File: src/rtl/i2c_scl_pkg.sv
package i2c_scl_pkg;

    typedef enum logic [2:0] {
        ST_IDLE,
        ST_HOLD,
        ST_LOW,
        ST_RISE,
        ST_HIGH,
        ST_HIGH2
    } scl_st_e;

    typedef enum logic [1:0] {
        OP_BIT,
        OP_START,
        OP_STOP
    } scl_op_e;

endpackage

File: src/rtl/i2c_scl_sync.sv
module i2c_scl_sync #(
    parameter int STAGES = 2
) (
    input  logic clk_i,
    input  logic rst_ni,
    input  logic d_i,
    output logic q_o
);
    logic [STAGES-1:0] sync_q;

    for (genvar g = 0; g < STAGES; g++) begin : g_stage
        if (g == 0) begin : g_first
            always_ff @(posedge clk_i or negedge rst_ni) begin
                if (!rst_ni) sync_q[g] <= 1'b1;
                else         sync_q[g] <= d_i;
            end
        end else begin : g_next
            always_ff @(posedge clk_i or negedge rst_ni) begin
                if (!rst_ni) sync_q[g] <= 1'b1;
                else         sync_q[g] <= sync_q[g-1];
            end
        end
    end

    assign q_o = sync_q[STAGES-1];
endmodule

File: src/rtl/i2c_scl_phase_cnt.sv
module i2c_scl_phase_cnt #(
    parameter int CNT_W = 9
) (
    input  logic             clk_i,
    input  logic             rst_ni,
    input  logic             clr_i,
    input  logic             en_i,
    input  logic [CNT_W-1:0] len_i,
    output logic             at_mid_o,
    output logic             at_last_o
);
    logic [CNT_W-1:0] cnt_d, cnt_q;

    assign at_mid_o  = (cnt_q == (len_i >> 1));
    assign at_last_o = (cnt_q == (len_i - CNT_W'(1)));

    always_comb begin
        cnt_d = cnt_q;
        if (clr_i)          cnt_d = '0;
        else if (en_i)      cnt_d = at_last_o ? '0 : cnt_q + CNT_W'(1);
    end

    always_ff @(posedge clk_i or negedge rst_ni) begin
        if (!rst_ni) cnt_q <= '0;
        else         cnt_q <= cnt_d;
    end
endmodule

File: src/rtl/i2c_scl_gen.sv
module i2c_scl_gen
    import i2c_scl_pkg::*;
#(
    parameter int DIV_W       = 16,
    parameter int SYNC_STAGES = 2
) (
    input  logic             clk_i,
    input  logic             rst_ni,
    input  logic [DIV_W-1:0] div_i,
    input  logic             scl_i,
    input  logic             req_start_i,
    input  logic             req_stop_i,
    input  logic             req_bit_i,
    input  logic             req_idle_i,
    output logic             scl_low_o,
    output logic             ready_o,
    output logic             done_o,
    output logic             sda_upd_o,
    output logic             sda_smp_o,
    output logic             sda_sta_o,
    output logic             sda_sto_o
);
    localparam int HALF_W = DIV_W / 2;
    localparam int CNT_W  = HALF_W + 1;

    typedef struct packed {
        scl_st_e          st;
        scl_op_e          op;
        logic [DIV_W-1:0] div;
        logic             done;
    } gen_regs_t;

    gen_regs_t r_d, r_q;

    logic             scl_hi;
    logic             at_mid, at_last;
    logic             cnt_clr, cnt_en;
    logic [CNT_W-1:0] lo_len, hi_len, len_sel;
    logic             in_low, in_high;

    i2c_scl_sync #(.STAGES(SYNC_STAGES)) sync_i (
        .clk_i  (clk_i),
        .rst_ni (rst_ni),
        .d_i    (scl_i),
        .q_o    (scl_hi)
    );

    // Phase lengths: programmed byte plus a fixed offset of two cycles
    assign lo_len  = {1'b0, r_q.div[HALF_W-1:0]}     + CNT_W'(2);
    assign hi_len  = {1'b0, r_q.div[DIV_W-1:HALF_W]} + CNT_W'(2);

    assign in_low  = (r_q.st == ST_LOW);
    assign in_high = (r_q.st == ST_HIGH) || (r_q.st == ST_HIGH2);
    assign len_sel = in_low ? lo_len : hi_len;
    assign cnt_clr = !(in_low || in_high);
    // High-phase count only advances while the line actually reads high
    assign cnt_en  = in_low || (in_high && scl_hi);

    i2c_scl_phase_cnt #(.CNT_W(CNT_W)) cnt_i (
        .clk_i     (clk_i),
        .rst_ni    (rst_ni),
        .clr_i     (cnt_clr),
        .en_i      (cnt_en),
        .len_i     (len_sel),
        .at_mid_o  (at_mid),
        .at_last_o (at_last)
    );

    always_comb begin
        r_d      = r_q;
        r_d.done = 1'b0;
        unique case (r_q.st)
            ST_IDLE: begin
                if (req_start_i) begin
                    r_d.op  = OP_START;
                    r_d.div = div_i;
                    r_d.st  = ST_RISE;
                end
            end
            ST_HOLD: begin
                if (req_start_i || req_stop_i || req_bit_i) begin
                    r_d.div = div_i;
                    r_d.st  = ST_LOW;
                    if (req_start_i)     r_d.op = OP_START;
                    else if (req_stop_i) r_d.op = OP_STOP;
                    else                 r_d.op = OP_BIT;
                end else if (req_idle_i) begin
                    r_d.st = ST_IDLE;
                end
            end
            ST_LOW: begin
                if (at_last) r_d.st = ST_RISE;
            end
            ST_RISE: begin
                if (scl_hi) r_d.st = ST_HIGH;
            end
            ST_HIGH: begin
                if (scl_hi && at_last) begin
                    if (r_q.op == OP_BIT) begin
                        r_d.st   = ST_HOLD;
                        r_d.done = 1'b1;
                    end else begin
                        r_d.st = ST_HIGH2;
                    end
                end
            end
            ST_HIGH2: begin
                if (scl_hi && at_last) begin
                    r_d.st   = (r_q.op == OP_STOP) ? ST_IDLE : ST_HOLD;
                    r_d.done = 1'b1;
                end
            end
            default: r_d.st = ST_IDLE;
        endcase
    end

    always_ff @(posedge clk_i or negedge rst_ni) begin
        if (!rst_ni) begin
            r_q.st   <= ST_IDLE;
            r_q.op   <= OP_BIT;
            r_q.div  <= '0;
            r_q.done <= 1'b0;
        end else begin
            r_q <= r_d;
        end
    end

    assign scl_low_o = (r_q.st == ST_HOLD) || in_low;
    assign ready_o   = (r_q.st == ST_HOLD) || (r_q.st == ST_IDLE);
    assign done_o    = r_q.done;
    assign sda_upd_o = in_low && at_mid;
    assign sda_smp_o = (r_q.st == ST_HIGH) && (r_q.op == OP_BIT) && scl_hi && at_mid;
    assign sda_sta_o = (r_q.st == ST_HIGH) && (r_q.op == OP_START) && scl_hi && at_last;
    assign sda_sto_o = (r_q.st == ST_HIGH) && (r_q.op == OP_STOP) && scl_hi && at_last;
endmodule

File: config.mk
export PLATFORM = sky130hd
export DESIGN_NAME = i2c_scl_gen
export DESIGN_NICKNAME = d
export VERILOG_FILES = /design/src/rtl/i2c_scl_pkg.sv /design/src/rtl/i2c_scl_sync.sv /design/src/rtl/i2c_scl_phase_cnt.sv /design/src/rtl/i2c_scl_gen.sv
export SDC_FILE = /design/constraint.sdc
export NUM_CORES = 1
export LEC_CHECK = 0
export ABC_AREA = 1
export BUFFER_PORTS_ARGS = -buffer_cell sky130_fd_sc_hd__buf_2
export CORE_ASPECT_RATIO = 0.9
export CORE_MARGIN = 1
export CORE_UTILIZATION = 32
export DETAILED_ROUTE_END_ITERATION = 12
export SYNTH_ARGS = -nofsm -noshare
export SYNTH_HDL_FRONTEND = slang
export SYNTH_HIERARCHICAL = 1
export SYNTH_SLANG_ARGS = --single-unit
File: constraint.sdc
create_clock -name clk_i -period 6.45 [get_ports clk_i]
set_input_delay 1.29 -clock clk_i [delete_from_list [all_inputs] [get_ports clk_i]]
set_output_delay 1.29 -clock clk_i [all_outputs]
set_load 0.02 [all_outputs]
==> summary.md, run 1 <==
| Metric | Value |
|---|---|
| Status | finished, final reports clean |
| Dpl hpwl | 4590 um |
| Die area | 7900 sq um |
| Final hold violation count | 0 |
| Cell accounting for the most synthesized area | dfrtp_1 |
| Sequential share of power | 22.4% |
| Worst clock skew | 10.2 ps |
| Post-synthesis sequential area ratio | 34.3% |
| H-tree level count | 2 |
| I/O pins | 30 |
| TritonCTS Buffers | 5 |
| Final setup fails | 0 |
| RSZ-0062 raised after global routing | no |
| Drt drc | 0 |
| Detailed router's first-iteration violation count | 174 |
| Initial antenna violation count | 0 |
| CP Capture Type | output port |
| Die width | 93.6 um |
| Avg Inst Size Synth | 6.53 sq um |
| Final Slew Violations | 0 |
| IO buf count | 29 |
| Net Sw Frac | 54.8% |
| Final period utilization | 75.3% |
| Netlist cell types | 32 |
| GPL Wtd Cong | 0.925 |
| Max frequency | 206 MHz |
| Largest stage delay, worst path | 580 ps |
| Postcts setup bufs | 0 |
| Post-CTS Hold Buffers | 0 |
| Ant diodes | 0 |
| Final ANT Viol Nets | 0 |
| Max Cap Viol | 0 |
| Startpoint Class | flip-flop |
| Total gr overflow | 0 |
| Worst path cell trace | nor2_4 -> nand2_4 -> nand2_1 -> nand2_1 -> ha_1 -> xor2_1 -> nor2_1 -> nand2_1 -> o21ai_1 -> nand2_1 -> nand2_1 -> nor2_1 -> nand3_1 -> inv_1 -> nand2_1 -> nor4_1 -> buf_2 |
| Syn Nets | 396 |
| Post-synth ARST share | 100% |
| PnR worst setup slack | 1590 ps |
| Pin count of the biggest net entering global routing | 34 |
| Crit-path slowest cell | xor2_1 |
| Core area | 7180 sq um |
| Clock tree root driver cell | clkbuf_8 |
| Most frequent cell on the critical path | nand2_1 |
| Share of post-route cells with drive strength above 1 | 16.5% |
| Post-synth top flop | dfrtp_1 |
| First-pass GRT wire length | 9970 um |
| Vias in the first global route | 2,086 |
| Commonest non-fill, non-tap cells in the layout | nand2_1 (139), inv_1 (43), nor2_1 (33) |
| Gate power share | 66.2% |
| Post-Place Setup Slack | 1960 ps |
| Clk pwr share | 11.3% |
| Cell internal pwr | 679 uW |
| Die height | 84.4 um |
| DR pass1 iterations | 4 |
| Mapped Cells | 370 |
| Peak VDD IR | 0.201 mV |
| #FFs+latches synth | 33 |
| CTS resizes | 0 |
| Share of the synthesized area in the top cell type | 32.1% |
| Worst-path clk slew | 70 ps |
| Slew HR | 49.2% |
| P&R area growth vs syn | 12.9% |
| Final #Nets | 426 |
| Max FO, Critical Path | 19 |
| Required @ worst endpoint | 5160 ps |
| Commonest non-fill, non-tap cell in the layout | nand2_1 |
| Setup TNS | 0 ps |
| CTS tree | yes |
| Tot GR Track Use | 16.0% |
| Net Sw Power | 824 uW |
| Final core area utilization | 38.0% |
| Overall routed net length | 5940 um |
| Total clock sinks | 33 |
| Slew @ Worst Pin | 762 ps |
| Clk buf depth | 2 |
| Routed via count | 2,360 |
| Fin crit period | 4860 ps |
| Cell Rows | 29 |
| Post-Syn Area | 2420 sq um |
| Hold/Removal Path Class | flip-flop to flip-flop |
| Yosys warns | 6 |
| CP Class | flip-flop to output port |
| CP Data Arrival Time | 3570 ps |
| WL/cell | 12.0 um |
| Skew-Pair Late Insertion Delay | 290 ps |
| Initial core utilization | 33.6% |
| Top area cells in the synthesized netlist | dfrtp_1 (32%), nand2_1 (22%), inv_1 (6.7%) |
| EDFF count, synth | 0 |
| P per Cell Area | 551 nW/um^2 |
| Vias per cell | 4.78 |
| Pleak | 1.41 nW |
## metrics by stage
step                std cells  instance area, sq um  hold WS [ps]  power [mW]
global placement          486                  2630           350        1.31
floorplan                 370                  2420           345        1.13
detailed placement        486                  2630           349        1.33
finish                    494                  2730           359        1.50
global route              494                  2730           370        1.66
CTS                       494                  2730           360        1.50
## power groups by stage
stage          clock network (mW)  logic, mW  registers (mW)
2_1_floorplan                   0      0.813           0.315
3_3_place_gp                    0      0.974           0.340
3_5_place_dp                    0      0.987           0.340
4_1_cts                     0.174      0.992           0.336
5_1_grt                     0.183       1.13           0.345
6_report                    0.171      0.995           0.337
## registers in the layout, summed over array words and instances, names as in the netlist
| register | count |
|---|---|
| r_q | 21 |
| cnt_i/cnt_q | 9 |
| done_o | 1 |
| sync_i/q_o | 1 |
| sync_i/sync_q | 1 |
## logic make-up after synthesis
logic type,Yosys count,share of synthesized area (%)
AND/OR/NAND/NOR,231,41.8
buffers and inverters,57,9.79
AO/OA/AOI/OAI,33,7.82
flip-flops,33,34.3
XOR/XNOR,13,4.71
adder cells (fa/ha/maj),3,1.55
## Yosys cell counts (all sizes together) (2+ instances only)
master / instances
dfstp: 2
buf: 6
dfrtp: 31
xor2: 5
xnor2: 8
inv: 51
nand4: 3
nor4: 3
nor3: 4
nor2: 44
nand2: 143
a21oi: 8
o22ai: 3
nand3: 33
o21ai: 17
a221oi: 2
ha: 3
## critical path: cells and delay by family (launching register included)
family	cells	cell delay, ps
XOR/XNOR	1	580
buffers and inverters	2	370
flip-flops	1	440
AO/OA/AOI/OAI	1	70
adder cells (fa/ha/maj)	1	230
AND/OR/NAND/NOR	12	1600
## cell type report
class,instances,area [sq um]
repair buffers,29,145
clock buffers,6,82.6
fillers,794,4460
flip-flops and latches,33,828
multi-input cells,280,1350
inverters,51,191
clock inverters,2,13.8
well taps,93,116
## path summary, 6_finish.rpt
path                                       start              to  slack [ps]  cells after the start
worst max-delay path                     r_q[21]       sda_sta_o        1590                     17
worst min-delay path            sync_i/sync_q[0]      sync_i/q_o         360                      0
worst max register to register           r_q[21]         r_q[19]        3070                     19
worst min register to register  sync_i/sync_q[0]      sync_i/q_o         360                      0
max in group asynchronous                 rst_ni  cnt_i/cnt_q[4]        4890                      1
min in group asynchronous                 rst_ni         r_q[20]        1070                      1
## per-layer routing
layer  up-vias  GRT usage (%)  wire length (um)
met5         -              0                 0
met1      1064           24.1              3150
met2        72           23.2              2430
met4         0           3.50                47
met3         5           3.26               308
li1       1219              -                 -
Power figures use the tool's default switching activity.
==> inputs of run 2 (changes only) <==
==> constraint.sdc (replaced) <==
create_clock -name clk_i -period 4.5 [get_ports clk_i]
set_input_delay 0.9 -clock clk_i [delete_from_list [all_inputs] [get_ports clk_i]]
set_output_delay 0.9 -clock clk_i [all_outputs]
set_load 0.02 [all_outputs]
==> run 2 against run 1 <==
Effect of this change:
- global-route usage increased by 0.35 points
- total power increased by 48%
- count of clock-buffer cells in the layout unchanged
- flip-flop and latch count unchanged
- non-clock buffer count increased by 3
- largest power group unchanged
- highest routed layer unchanged
==> summary.md, run 2 (synthesis gave the netlist of run 1 again) <==
| Metric | Value |
|---|---|
| Final core area utilization | 38.9% (+0.92 points) |
| Largest register FFs | 21 (unchanged) |
| Final Slew Violations | 0 (unchanged) |
| Tot GR Track Use | 16.3% (+0.35 points) |
| Cell Rows | 29 (unchanged) |
| Worst-path clk slew | 70 ps (about the same) |
| Final #Nets | 429 (+0.70%) |
| Overall routed net length | 6080 um (+2.4%) |
| DR pass1 iterations | 5 (+1) |
| First-pass GRT wire length | 10,100 um (+1.2%) |
| Post-CTS Hold Buffers | 0 (unchanged) |
| Ant diodes | 0 (unchanged) |
| Setup TNS | 0 ps (unchanged) |
| Crit-path slowest cell | dfrtp_2 |
| Worst R2R Start | r_q[19] |
| Final setup fails | 0 (unchanged) |
| I/O pins | 30 (unchanged) |
| Required @ worst endpoint | 3600 ps (-1560 ps) |
| Pleak | 1.43 nW (+1.4%) |
| Layout filler cell count | 776 (-2.3%) |
| Pin count of the biggest net entering global routing | 34 (unchanged) |
| Final period utilization | 93.5% |
| Die height | 84.4 um (unchanged) |
| Worst clock skew | 9.62 ps (-0.593 ps) |
| Dpl hpwl | 4610 um (+0.31%) |
| CP Class | flip-flop to output port |
| Skew-Pair Late Insertion Delay | 300 ps (about the same) |
| Post-Place Setup Slack | 417 ps (-1550 ps) |
| Final ANT Viol Nets | 0 (unchanged) |
| Final hold violation count | 0 (unchanged) |
| Peak VDD IR | 0.283 mV (+41%) |
| Fin Hold WS | 358 ps (-0.246 ps) |
| H-tree level count | 2 (unchanged) |
| P&R area growth vs syn | 15.7% |
| Worst path cell trace | nor2_4 -> nand2_4 -> nand2_1 -> nand2_1 -> ha_1 -> nand2_1 -> nor2_2 -> xor2_2 -> nor2_4 -> nand2_1 -> nor2_1 -> nand2_1 -> nand2_1 -> nand2_1 -> nor2_1 -> nand3_2 -> inv_2 -> nand2_1 -> nor4_1 -> buf_2 |
| Die width | 93.6 um (unchanged) |
| Initial antenna violation count | 0 (unchanged) |
| Die area | 7900 sq um (unchanged) |
| Total gr overflow | 0 (unchanged) |
| Core area | 7180 sq um (unchanged) |
| Max frequency | 238 MHz |
| Detailed router's first-iteration violation count | 124 (-29%) |
| TritonCTS Buffers | 5 (unchanged) |
| Commonest non-fill, non-tap cells in the layout | nand2_1 (139), inv_1 (42), nor2_1 (33) |
| GPL Wtd Cong | 0.925 (unchanged) |
| Max FO, Critical Path | 16 (-3) |
| Vias in the first global route | 2,125 (+1.9%) |
| Worst Setup SP | r_q[19] |
| Hold/Removal Path Class | flip-flop to flip-flop |
| Biggest regs | r_q: 21 flops, cnt_i/cnt_q: 9 flops |
| Final Total Pwr | 2.22 mW (+48%) |
| WL/cell | 12.2 um (+1.8%) |
| Most flops, register | r_q |
| IO buf count | 29 (unchanged) |
| Most frequent cell on the critical path | nand2_1 |
| R2R setup slack | 1370 ps (-1700 ps) |
| Clk buf depth | 2 (unchanged) |
| Slew @ Worst Pin | 760 ps (-2.04 ps) |
| Fin crit period | 4210 ps |
| Routed via count | 2,342 (-0.76%) |
| Startpoint Class | flip-flop |
| CP Capture Type | output port |
| Status | finished, final reports clean |
| Share of post-route cells with drive strength above 1 | 19.3% (+2.8 points) |
| Clock tree root driver cell | clkbuf_8 |
| PnR worst setup slack | 292 ps (-1300 ps) |
| Slew HR | 49.3% (+0.14 points) |
| Commonest non-fill, non-tap cell in the layout | nand2_1 |
| Drt drc | 0 (unchanged) |
| Min-delay src | sync_i/sync_q[0] |
| P per Cell Area | 795 nW/um^2 (+44%) |
| Initial core utilization | 33.6% (unchanged) |
| Total clock sinks | 33 (unchanged) |
| Vias per cell | 4.71 (-1.4%) |
| Max Cap Viol | 0 (unchanged) |
| CTS tree | yes |
| Largest stage delay, worst path | 450 ps (-130 ps) |
| CP Data Arrival Time | 3310 ps (-260 ps) |
[run 2: cell types whose count changed in the layout (fill, tap and decap cells not counted), sizes merged]
cell	before	now
buf	29	32
[run 2: timing repair]
| action | in CTS | in global routing |
|---|---|---|
| setup buffers | 0 | 3 |
| setup endpoints to repair | 0 | 3 |
| gates resized for setup | 0 | 9 |
[run 2: stage by stage]
stage          instance area (sq um)  std cells
2_1_floorplan                   2420        370
3_3_place_gp                    2630        486
3_5_place_dp                    2630        486
4_1_cts                         2730        494
5_1_grt                         2800        497
6_report                        2800        497
[run 2: worst paths after layout]
path,to,depth (start not counted)
max reg2reg,r_q[19],22
min reg2reg,sync_i/q_o,0
max,sda_sta_o,20
max in group asynchronous,r_q[19],1
min in group asynchronous,done_o,1
min,sync_i/q_o,0
[run 2: metal layers]
metal | up-vias | track usage (%) | wire (um)
li1 | 1223 | - | -
met1 | 1047 | 24.4 | 3200
met2 | 68 | 23.5 | 2500
met3 | 4 | 3.26 | 328
met4 | 0 | 4.62 | 51
met5 | - | 0 | 0
[run 2: final cells by class]
class	count	area [sq um]	area share (%)
clock buffers	6	82.6	2.95
repair buffers	32	168	6.00
well taps	93	116	4.16
flip-flops and latches	33	831	29.7
inverters	51	191	6.85
multi-input cells	280	1390	49.8
clock inverters	2	13.8	0.492
[run 2: critical path: cells and delay by family, from the launching register on]
kind | cells | cell delay [ps]
simple gates | 16 | 1780
flops | 1 | 450
fa+ha+maj | 1 | 250
buf+inv | 2 | 310
xor+xnor | 1 | 220
[run 2: power breakdown]
group	switching, mW	leakage [nW]	internal (mW)	total [mW]
combinational	1.00	0.964	0.488	1.49
clock	0.122	0.0512	0.124	0.246
sequential	0.0881	0.415	0.398	0.486
==> inputs of run 3 (changes only) <==
==> constraint.sdc (replaced) <==
create_clock -name clk_i -period 4.1 [get_ports clk_i]
set_input_delay 0.82 -clock clk_i [delete_from_list [all_inputs] [get_ports clk_i]]
set_output_delay 0.82 -clock clk_i [all_outputs]
set_load 0.02 [all_outputs]
==> run 3 against run 2 <==
Effect of this change:
- total power is 25% higher
- design area is 11% higher
- first-iteration DRC count is 16% higher
- core utilization is 4.1 points higher
- sequential share of layout area is 2.8 points lower
- worst setup slack worse by 160 ps
- cell count is 3.2% higher
- flip-flop and latch count stayed put
- routed wire length is 4.2% higher
==> summary.md, run 3 (synthesis gave the netlist of run 1 again) <==
| Metric | Value |
|---|---|
| Final Slew Violations | 0 (unchanged) |
| Crit-path slowest cell | dfrtp_2 |
| Skew-Pair Late Insertion Delay | 290 ps (about the same) |
| Final Total Pwr | 2.77 mW (+25%) |
| Layout filler cell count | 747 (-3.7%) |
| Vias per cell | 4.77 (+1.1%) |
| Clk buf depth | 2 (unchanged) |
| Hold/Removal Path Class | flip-flop to flip-flop |
| Worst path cell trace | nor2_4 -> nand2_4 -> buf_4 -> inv_1 -> nand2_1 -> nand2_2 -> inv_1 -> ha_2 -> inv_1 -> nand2_1 -> nand4_1 -> nor2_1 -> nand2_1 -> nor2_1 -> nand3_2 -> inv_2 -> nand2_2 -> nor4_4 -> buf_4 |
| Initial antenna violation count | 0 (unchanged) |
| Max Cap Viol | 0 (unchanged) |
| Area post-placement | 2630 sq um (unchanged) |
| Max FO, Critical Path | 7 (-9) |
| Gate power share | 70.9% (+3.8 points) |
| Final hold violation count | 0 (unchanged) |
| IO buf count | 29 (unchanged) |
| TritonCTS Buffers | 5 (unchanged) |
| Pleak | 1.53 nW (+6.7%) |
| Slew @ Worst Pin | 753 ps (-7.02 ps) |
| First-pass GRT wire length | 10,500 um (+3.8%) |
| Initial core utilization | 33.6% (unchanged) |
| Final setup fails | 0 (unchanged) |
| Final #Nets | 445 (+3.7%) |
| Post-CTS Hold Buffers | 0 (unchanged) |
| Clk pwr share | 9.7% (-1.4 points) |
| Biggest regs | r_q: 21 flops, cnt_i/cnt_q: 9 flops |
| Core area | 7180 sq um (unchanged) |
| Die height | 84.4 um (unchanged) |
| Status | finished, final reports clean |
| CP Data Arrival Time | 3150 ps (-160 ps) |
| Worst-path clk slew | 70 ps (about the same) |
| Share of post-route cells with drive strength above 1 | 28.6% (+9.3 points) |
| Final ANT Viol Nets | 0 (unchanged) |
| I/O pins | 30 (unchanged) |
| Worst clock skew | 7.33 ps (-2.29 ps) |
| GPL Wtd Cong | 0.925 (unchanged) |
| Net Sw Power | 1.47 mW (+21%) |
| Sequential share of power | 19.5% (-2.4 points) |
| Net Sw Frac | 53.1% (-1.5 points) |
| Ant diodes | 0 (unchanged) |
| Tot GR Track Use | 16.7% (+0.39 points) |
| CP Capture Type | output port |
| Slew HR | 49.8% (+0.47 points) |
| Required @ worst endpoint | 3280 ps (-320 ps) |
| Non-filler cells, final | 513 (+3.2%) |
| R2R setup slack | 1060 ps (-310 ps) |
| Routed via count | 2,445 (+4.4%) |
| H-tree level count | 2 (unchanged) |
| Max frequency | 252 MHz |
| Drt drc | 0 (unchanged) |
| P per Cell Area | 897 nW/um^2 (+13%) |
| Die area | 7900 sq um (unchanged) |
| CP Class | flip-flop to output port |
| Die width | 93.6 um (unchanged) |
| Commonest non-fill, non-tap cell in the layout | nand2_1 |
| Fin crit period | 3970 ps |
| Total clock sinks | 33 (unchanged) |
| Overall routed net length | 6330 um (+4.2%) |
| DR pass1 iterations | 4 (-1) |
| Cell internal pwr | 1.30 mW (+29%) |
| WL/cell | 12.3 um (+0.95%) |
| Clock tree root driver cell | clkbuf_8 |
| Placed Cells incl. Taps | 486 (unchanged) |
| Final instance area | 3090 sq um (+11%) |
| Largest stage delay, worst path | 430 ps (-20 ps) |
| Dpl hpwl | 4620 um (+0.37%) |
| Detailed router's first-iteration violation count | 144 (+16%) |
| Largest register FFs | 21 (unchanged) |
| Startpoint Class | flip-flop |
| Vias in the first global route | 2,212 (+4.1%) |
| CTS tree | yes |
| Pin count of the biggest net entering global routing | 34 (unchanged) |
| Peak VDD IR | 0.351 mV (+24%) |
| P&R area growth vs syn | 27.9% |
| Cell Rows | 29 (unchanged) |
| Total gr overflow | 0 (unchanged) |
| Most flops, register | r_q |
| Commonest non-fill, non-tap cells in the layout | nand2_1 (129), inv_1 (41), nor2_1 (30) |
| Final period utilization | 96.8% |
[run 3: path summary, 6_finish.rpt]
| kind | cells after the start | startpoint | to |
|---|---|---|---|
| max in group asynchronous | 1 | rst_ni | r_q[21] |
| min in group asynchronous | 1 | rst_ni | done_o |
| worst max-delay path | 19 | r_q[21] | sda_sta_o |
| worst min register to register | 0 | sync_i/sync_q[0] | sync_i/q_o |
| worst max register to register | 22 | r_q[21] | r_q[19] |
| worst min-delay path | 0 | sync_i/sync_q[0] | sync_i/q_o |
[run 3: per-stage QoR]
| step | worst slack (ps) | setup TNS, ps | hold slack [ps] | utilization [%] |
|---|---|---|---|---|
| global route | -95.1 | -164 | 369 | 43.0 |
| global placement | 212 | 0 | 350 | 36.6 |
| CTS | -23.0 | -23.0 | 360 | 39.3 |
| finish | 133 | 0 | 359 | 43.0 |
| detailed placement | 74.1 | 0 | 349 | 36.6 |
| floorplan | 362 | 0 | 345 | - |
[run 3: worst max-delay path: cells and delay by family (launching register included)]
family | cells | cell delay, ps
simple gates | 12 | 1480
flops | 1 | 430
buf+inv | 6 | 620
fa+ha+maj | 1 | 320
[run 3: power groups by stage]
stage                     clock, mW  sequential (mW)  combinational, mW
after floorplan                   0            0.496               1.28
after global placement            0            0.535               1.53
after detailed placement          0            0.535               1.55
after CTS                     0.275            0.530               1.67
after global routing          0.289            0.554               2.18
final                         0.268            0.540               1.97
[run 3: what timing repair did]
action                     4_1_cts  5_1_grt
gates cloned                     0        0
resized for setup                5       44
pin swaps                        3       14
buffers inserted                 9       10
setup endpoints to repair        3        3
[run 3: layout make-up]
class                           count  area, sq um  share of cell area, %
Clock buffer                        6         82.6                   2.67
Sequential cell                    33          832                   26.9
Clock inverter                      2         13.8                  0.445
Timing Repair Buffer               48          295                   9.55
Inverter                           51          191                   6.19
Tap cell                           93          116                   3.77
Multi-Input combinational cell    280         1560                   50.4
[run 3: routing by layer]
layer | GRT usage, % | routed length, um
met1 | 25.1 | 3210
met2 | 24.7 | 2680
met3 | 3.26 | 365
met4 | 3.36 | 77
met5 | 0 | 0
